`config.mk`:
```
export PLATFORM = sky130hd
export DESIGN_NAME = spi_simplex_core
export DESIGN_NICKNAME = d
export VERILOG_FILES = /design/src/rtl/spi_simplex_pkg.sv /design/src/rtl/spi_baud_tick.sv /design/src/rtl/spi_in_sync.sv /design/src/rtl/spi_pin_mux.sv /design/src/rtl/spi_simplex_core.sv
export SDC_FILE = /design/constraint.sdc
export NUM_CORES = 1
export LEC_CHECK = 0
export BUFFER_PORTS_ARGS = -buffer_cell sky130_fd_sc_hd__clkbuf_2
export CORE_AREA = 3 3 77 61
export CTS_CLUSTER_DIAMETER = 200
export DETAILED_ROUTE_END_ITERATION = 16
export DIE_AREA = 0 0 80 64
export PLACE_DENSITY = 0.8
export SKIP_CTS_REPAIR_TIMING = 1
export SYNTH_ARGS = -nofsm -noshare
export SYNTH_HDL_FRONTEND = slang
export SYNTH_HIERARCHICAL = 1
export SYNTH_SLANG_ARGS = --single-unit
```
`constraint.sdc`:
```
create_clock -name clk -period 3.4 [get_ports clk]
set_input_delay 0.51 -clock clk [delete_from_list [all_inputs] [get_ports clk]]
set_output_delay 0.51 -clock clk [all_outputs]
set_load 0.02 [all_outputs]
```
`src/rtl/spi_simplex_pkg.sv`:
```
package spi_simplex_pkg;

  typedef enum logic {
    M_IDLE = 1'b0,
    M_RUN  = 1'b1
  } mstate_e;

  // Configurations in which nothing is transmitted and the core only listens.
  function automatic logic rx_continuous(input logic bidir, input logic dir_out,
                                         input logic rx_only);
    return bidir ? !dir_out : rx_only;
  endfunction

endpackage

```
`src/rtl/spi_baud_tick.sv`:
```
module spi_baud_tick #(
  parameter int DIV = 4
) (
  input  logic clk,
  input  logic rst_n,
  input  logic run,
  output logic tick
);
  localparam int CW = (DIV > 1) ? $clog2(DIV) : 1;
  localparam logic [CW-1:0] LAST = CW'(DIV - 1);

  logic [CW-1:0] cnt;

  assign tick = run && (cnt == LAST);

  always_ff @(posedge clk or negedge rst_n) begin
    if (!rst_n)      cnt <= '0;
    else if (!run)   cnt <= '0;
    else if (tick)   cnt <= '0;
    else             cnt <= cnt + 1'b1;
  end

  generate
    if (DIV > 1) begin : g_gap
      // half periods are several cycles long, so ticks never come back to back
      p_tick_gap_r3: assert property (@(posedge clk) disable iff (!rst_n)
        tick |=> !tick);
    end
  endgenerate
endmodule

```
`src/rtl/spi_in_sync.sv`:
```
module spi_in_sync #(
  parameter int W = 4,
  parameter int STAGES = 2,
  parameter logic [W-1:0] RST = '0
) (
  input  logic         clk,
  input  logic         rst_n,
  input  logic [W-1:0] d_i,
  output logic [W-1:0] q_o
);
  logic [W-1:0] stg [STAGES];

  always_ff @(posedge clk or negedge rst_n) begin
    if (!rst_n) stg[0] <= RST;
    else        stg[0] <= d_i;
  end

  generate
    for (genvar s = 1; s < STAGES; s++) begin : g_stage
      always_ff @(posedge clk or negedge rst_n) begin
        if (!rst_n) stg[s] <= RST;
        else        stg[s] <= stg[s-1];
      end
    end
  endgenerate

  assign q_o = stg[STAGES-1];
endmodule

```
`src/rtl/spi_pin_mux.sv`:
```
module spi_pin_mux (
  input  logic master,
  input  logic en,
  input  logic bidir,
  input  logic bidir_out,
  input  logic rx_only,
  input  logic nss_low,
  input  logic tx_bit,
  input  logic sck_q,
  input  logic m_mosi,
  input  logic m_miso,
  input  logic s_mosi,
  input  logic s_miso,
  output logic din,
  output logic sck_o,
  output logic sck_oe,
  output logic mosi_o,
  output logic mosi_oe,
  output logic miso_o,
  output logic miso_oe
);
  logic drive_tx;

  always_comb begin
    drive_tx = bidir ? bidir_out : !rx_only;
    sck_o    = sck_q;
    sck_oe   = en && master;
    mosi_o   = master ? tx_bit : 1'b0;
    miso_o   = master ? 1'b0 : tx_bit;
    mosi_oe  = master && en && drive_tx;
    miso_oe  = !master && en && nss_low && drive_tx;
    if (master) din = bidir ? m_mosi : m_miso;
    else        din = bidir ? s_miso : s_mosi;
  end
endmodule

```
`src/rtl/spi_simplex_core.sv`:
```
module spi_simplex_core #(
  parameter int DW          = 8,
  parameter int CLK_DIV     = 4,
  parameter int SYNC_STAGES = 2
) (
  input  logic          clk,
  input  logic          rst_n,
  input  logic          en,
  input  logic          master,
  input  logic          bidir,
  input  logic          bidir_out,
  input  logic          rx_only,
  input  logic          wr_en,
  input  logic [DW-1:0] wr_data,
  input  logic          rd_en,
  output logic [DW-1:0] rd_data,
  output logic          busy,
  output logic          txe,
  output logic          rxne,
  input  logic          sck_i,
  output logic          sck_o,
  output logic          sck_oe,
  input  logic          mosi_i,
  output logic          mosi_o,
  output logic          mosi_oe,
  input  logic          miso_i,
  output logic          miso_o,
  output logic          miso_oe,
  input  logic          nss_i
);
  import spi_simplex_pkg::*;

  localparam int BCW = (DW > 1) ? $clog2(DW) : 1;
  localparam logic [BCW-1:0] LAST_BIT = BCW'(DW - 1);

  function automatic logic [DW-1:0] shift_in(input logic [DW-1:0] v, input logic b);
    return {v[DW-2:0], b};
  endfunction

  // state
  mstate_e       mstate;
  logic [DW-1:0] tx_buf, rx_buf, sr;
  logic [BCW-1:0] bit_cnt;
  logic          txe_q, rxne_q, sck_q, samp_q, sck_d;
  logic          s_loaded, s_reload;

  // named internal events
  logic          rx_cont, tick, m_run, m_want, m_done, m_load;
  logic          s_active, s_rise, s_fall, s_done, s_load;
  logic          byte_done, load_ev, din;
  logic [DW-1:0] load_val, rx_word;
  logic [3:0]    sync_q;

  assign rx_cont = rx_continuous(bidir, bidir_out, rx_only);

  spi_in_sync #(.W(4), .STAGES(SYNC_STAGES), .RST(4'b1000)) u_sync (
    .clk  (clk),
    .rst_n(rst_n),
    .d_i  ({nss_i, sck_i, mosi_i, miso_i}),
    .q_o  (sync_q)
  );

  assign m_run = (mstate == M_RUN);

  spi_baud_tick #(.DIV(CLK_DIV)) u_baud (
    .clk  (clk),
    .rst_n(rst_n),
    .run  (master && m_run),
    .tick (tick)
  );

  spi_pin_mux u_mux (
    .master   (master),
    .en       (en),
    .bidir    (bidir),
    .bidir_out(bidir_out),
    .rx_only  (rx_only),
    .nss_low  (!sync_q[3]),
    .tx_bit   (sr[DW-1]),
    .sck_q    (sck_q),
    .m_mosi   (mosi_i),
    .m_miso   (miso_i),
    .s_mosi   (sync_q[1]),
    .s_miso   (sync_q[0]),
    .din      (din),
    .sck_o    (sck_o),
    .sck_oe   (sck_oe),
    .mosi_o   (mosi_o),
    .mosi_oe  (mosi_oe),
    .miso_o   (miso_o),
    .miso_oe  (miso_oe)
  );

  assign s_active  = en && !master && !sync_q[3];
  assign s_rise    = sync_q[2] && !sck_d;
  assign s_fall    = !sync_q[2] && sck_d;

  assign m_want    = en && master && (rx_cont || !txe_q);
  assign m_done    = master && m_run && tick && sck_q && (bit_cnt == LAST_BIT);
  assign m_load    = master && (m_run ? (m_done && m_want) : m_want);
  assign s_done    = s_active && s_loaded && s_rise && (bit_cnt == LAST_BIT);
  assign s_load    = s_active && (!s_loaded || (s_fall && s_reload));
  assign byte_done = m_done || s_done;
  assign load_ev   = m_load || s_load;
  assign load_val  = rx_cont ? '0 : tx_buf;
  assign rx_word   = shift_in(sr, master ? samp_q : din);

  assign rd_data = rx_buf;
  assign txe     = txe_q;
  assign rxne    = rxne_q;
  assign busy    = master ? m_run : s_active;

  // buffers and flags
  always_ff @(posedge clk or negedge rst_n) begin
    if (!rst_n) begin
      tx_buf <= '0;
      rx_buf <= '0;
      txe_q  <= 1'b1;
      rxne_q <= 1'b0;
      sck_d  <= 1'b0;
    end else begin
      sck_d <= sync_q[2];
      if (wr_en)                   tx_buf <= wr_data;
      if (wr_en)                   txe_q  <= 1'b0;
      else if (load_ev && !rx_cont) txe_q <= 1'b1;
      if (byte_done)               rx_buf <= rx_word;
      if (byte_done)               rxne_q <= 1'b1;
      else if (rd_en)              rxne_q <= 1'b0;
    end
  end

  // shift engine, master and slave
  always_ff @(posedge clk or negedge rst_n) begin
    if (!rst_n) begin
      mstate   <= M_IDLE;
      sr       <= '0;
      bit_cnt  <= '0;
      sck_q    <= 1'b0;
      samp_q   <= 1'b0;
      s_loaded <= 1'b0;
      s_reload <= 1'b0;
    end else if (master) begin
      s_loaded <= 1'b0;
      s_reload <= 1'b0;
      if (!m_run) begin
        sck_q <= 1'b0;
        if (m_want) begin
          mstate  <= M_RUN;
          sr      <= load_val;
          bit_cnt <= '0;
        end
      end else if (tick) begin
        if (!sck_q) begin
          sck_q  <= 1'b1;
          samp_q <= din;
        end else begin
          sck_q <= 1'b0;
          if (bit_cnt == LAST_BIT) begin
            if (m_want) begin
              sr      <= load_val;
              bit_cnt <= '0;
            end else begin
              mstate <= M_IDLE;
            end
          end else begin
            sr      <= shift_in(sr, samp_q);
            bit_cnt <= bit_cnt + 1'b1;
          end
        end
      end
    end else begin
      mstate <= M_IDLE;
      sck_q  <= 1'b0;
      if (!s_active) begin
        s_loaded <= 1'b0;
        s_reload <= 1'b0;
        bit_cnt  <= '0;
      end else if (!s_loaded) begin
        sr       <= load_val;
        s_loaded <= 1'b1;
        bit_cnt  <= '0;
      end else if (s_rise) begin
        samp_q <= din;
        if (bit_cnt == LAST_BIT) s_reload <= 1'b1;
      end else if (s_fall) begin
        if (s_reload) begin
          sr       <= load_val;
          bit_cnt  <= '0;
          s_reload <= 1'b0;
        end else begin
          sr      <= shift_in(sr, samp_q);
          bit_cnt <= bit_cnt + 1'b1;
        end
      end
    end
  end

  // a completed byte lands in the receive buffer with the flag set
  p_done_rxne_r1: assert property (@(posedge clk) disable iff (!rst_n)
    byte_done |=> (rxne && rd_data == $past(rx_word)));

  // a write empties nothing; it marks the buffer full next cycle
  p_wr_txe_r2: assert property (@(posedge clk) disable iff (!rst_n)
    wr_en |=> !txe);

  // the shift register taking the buffer empties it
  p_load_txe_r2: assert property (@(posedge clk) disable iff (!rst_n)
    (load_ev && !rx_cont && !wr_en) |=> txe);

  // an idle master holds the clock low
  p_idle_sck_r3: assert property (@(posedge clk) disable iff (!rst_n)
    (master && !busy) |-> !sck_o);

  // continuous reception never leaves the run state while enabled
  p_rxonly_run_r4: assert property (@(posedge clk) disable iff (!rst_n)
    (master && m_run && rx_cont && en) |=> m_run);

  // the master stops only on a byte boundary
  p_stop_boundary_r5: assert property (@(posedge clk) disable iff (!rst_n)
    (master && $fell(m_run)) |-> $past(m_done));

  // single-wire master leaves MISO alone
  p_bidir_miso_r6: assert property (@(posedge clk) disable iff (!rst_n)
    (master && bidir) |-> !miso_oe);

  // slave receive-only never drives MISO
  p_rxonly_quiet_r8: assert property (@(posedge clk) disable iff (!rst_n)
    (!master && !bidir && rx_only) |-> !miso_oe);
endmodule

```
==> results.cfg <==
[sta]
max_freq_mhz = 437.3
setup_viol = 0
rsz0062_at_grt = no
hold_violations = 0
slew_headroom_pct = 28.62
clock_skew_ps = 7.282
worst_pin_slew_ps = 1071
fin_crit_sh_pct = 67.26
period_needed_ps = 2287
finalSetupTns_ps = 0
final_max_slew_viol_count = 0

[worst_hold_path]
hp-class = in -> reg

[setup_path]
critical_path_class = in -> reg
cp_data_arrival_time_ps = 2460
critPathSlowestCell = a221o_1
crit_top_cell = nand2_1
crit_family = compound AO/OA/AOI/OAI gates
crit_buf_inv = 3
crit_required_ps = 3570
critPathCaptureType = flip-flop
critPathMaxStageDelay_ps = 370
crit_fanout = 19
worstPathCellList = clkbuf_2 -> nand2_1 -> inv_2 -> and2_2 -> nand2_1 -> a222oi_1 -> buf_4 -> o21ai_2 -> a221o_1
start_kind = input port

[cts]
cts-buffers-inserted = 5
tritoncts = built
h-tree-depth = 2
clock_path_buffers = 2
clkLatencyLatePin_ps = 290
clock-sinks = 45
cts_root_buf = clkbuf_8
path_clk_slew_ps = 80

[yosys]
synth_seq_area_share_pct = 53.40
ys_ff_latch = 45
netlist_area_um2 = 2116
netlist_top_cells_area = dfrtp_1 50%, mux2_2 11%, dfstp_2 3.7%
syn_nets = 202
synth_edf_count = 0
synth_top_flop_cell = dfrtp_1
synth.most_common_cell = dfrtp_1
async_reset_ff_share_pct = 100.0
yosysWarnings = 6
yosys-top-cells-count = 42 x dfrtp_1, 21 x mux2_2, 10 x inv_1, 8 x nand2_1
syn_inst = 176
syn_avg_cell_area_um2 = 12.02
yosys.area.top_type = dfrtp_1
synth_top_area_share_pct = 49.67
synth.distinct_cells = 46

[place]
globalplace.congestion = 0.9061
io_buffers = 37
hpwl_um = 2953
dpl.cell_count = 260

[drt]
vias = 1491
wirelength_um = 3937
drt_pass1_iterations = 4
ant_nets = 0
avgViaCountPerCell = 5.563
drc = 0
post_drt_wl_per_cell_um = 14.69
drt_iter0_drc = 106

[status]
outcome = finished, final reports clean

[pwr]
power.density_nw_per_um2 = 455.5
p_leak_nw = 1.199
ir_drop_uv = 332.7

[cells_and_area]
nNetsFinal = 238
stdcell_count = 268
fill_cells = 349
final_layout_size_suffix_gt1_share_pct = 38.97
n_antenna_cell = 0
area.growth.synth_to_final_pct = 14.55

[die]
core-area_um2 = 4004
dieWidth_um = 80
initial_core_util_pct = 52.84
die-area_um2 = 5120
pin_count = 38
fp.dieH_um = 64
rows = 20

[global_routing]
grt_pass1_wl_um = 6810
use_met1_pct = 26.09
grt_max_degree = 46
busiest_layer = met1
met3_usage_pct = 4.366
grtUsageMet2_pct = 23.66
grt.overflow.total = 0
antenna_found_initial = 0
track_usage_pct = 16.94
grt_pass1_vias = 1406

[job]
cap_violations = 0
[metrics by stage]
| step | hold slack [ps] | power (mW) | utilization [%] | area (um2) | setup WS [ps] |
|---|---|---|---|---|---|
| 6_report | 298.7 | 1.104 | 60.53 | 2424 | 1113 |
| 5_1_grt | 284.5 | 1.165 | 60.53 | 2424 | 842.4 |
| 4_1_cts | 294.5 | 1.116 | 60.53 | 2424 | 1124 |
| 3_5_place_dp | 334.7 | 0.7661 | 58.00 | 2322 | 814.1 |
| 3_3_place_gp | 333.1 | 0.7614 | 58.00 | 2322 | 894.8 |
| 2_1_floorplan | 214.4 | 0.7086 | - | 2116 | 1416 |
[sequential cells by signal, indices dropped and copies added (netlist names), 2 cells and up]
signal      count
u_baud/cnt      2
tx_buf          8
rd_data         8
u_sync/stg      4
u_sync/q_o      4
sr              8
bit_cnt         3
[layer usage]
metal | up-vias | routed length [um]
met5 | - | 0
met2 | 44 | 1737
met3 | 4 | 237
met1 | 729 | 1924
met4 | 0 | 38
li1 | 714 | -
[cell type report]
cell class,count,area [um2],area share (%)
Clock buffer,7,96.34,3.975
Clock inverter,1,5.005,0.2065
Timing Repair Buffer,38,192.7,7.950
Tap cell,55,68.82,2.839
Sequential cell,45,1130,46.62
Multi-Input combinational cell,110,885.9,36.55
Inverter,12,45.04,1.859
[cells by family after synthesis]
logic type / count (synthesis) / synth area share (%)
flops: 45 / 53.40
simple gates: 43 / 12.60
compound gates: 39 / 13.66
mux: 22 / 12.24
buf+inv: 21 / 4.731
fa+ha+maj: 5 / 2.957
xor+xnor: 1 / 0.4140
[report_power, final]
group / leakage [nW] / internal, mW / switching, mW
logic: 0.574 / 0.0685 / 0.0767
registers: 0.571 / 0.577 / 0.0328
clock network: 0.0542 / 0.184 / 0.166
total: 1.20 / 0.829 / 0.275
[worst register-to-register path: cells and delay by family (launching register included)]
kind / cells / cell delay, ps
AND/OR/NAND/NOR: 3 / 420
AO/OA/AOI/OAI: 3 / 810
flip-flops: 1 / 430
buffers and inverters: 2 / 360
[path summary, 6_finish.rpt]
check	depth (start not counted)	start	to	slack (ps)
setup / recovery	9	master	sr[4]	1110
hold / removal	1	nss_i	u_sync/stg[7]	300
setup reg to reg	8	m_run	sr[4]	1270
hold reg to reg	0	u_sync/stg[6]	u_sync/q_o[2]	350
max in group asynchronous	1	rst_n	tx_buf[6]	2340
min in group asynchronous	1	rst_n	rxne	400
[layout by cell type (no fill, tap or decap), types with 3 or more instances in the layout]
master    count
inv_1        10
dfrtp_1      42
a21oi_1       4
dfstp_2       3
a221o_1       6
clkbuf_2     37
a31oi_1       4
mux2_2       21
nor2_1        4
nor2b_1       6
nand2_1       8
ha_1          5
and3_1        7
o21ai_0       7
clkbuf_8      7
Note: power is estimated with default switching activity, not from simulation.
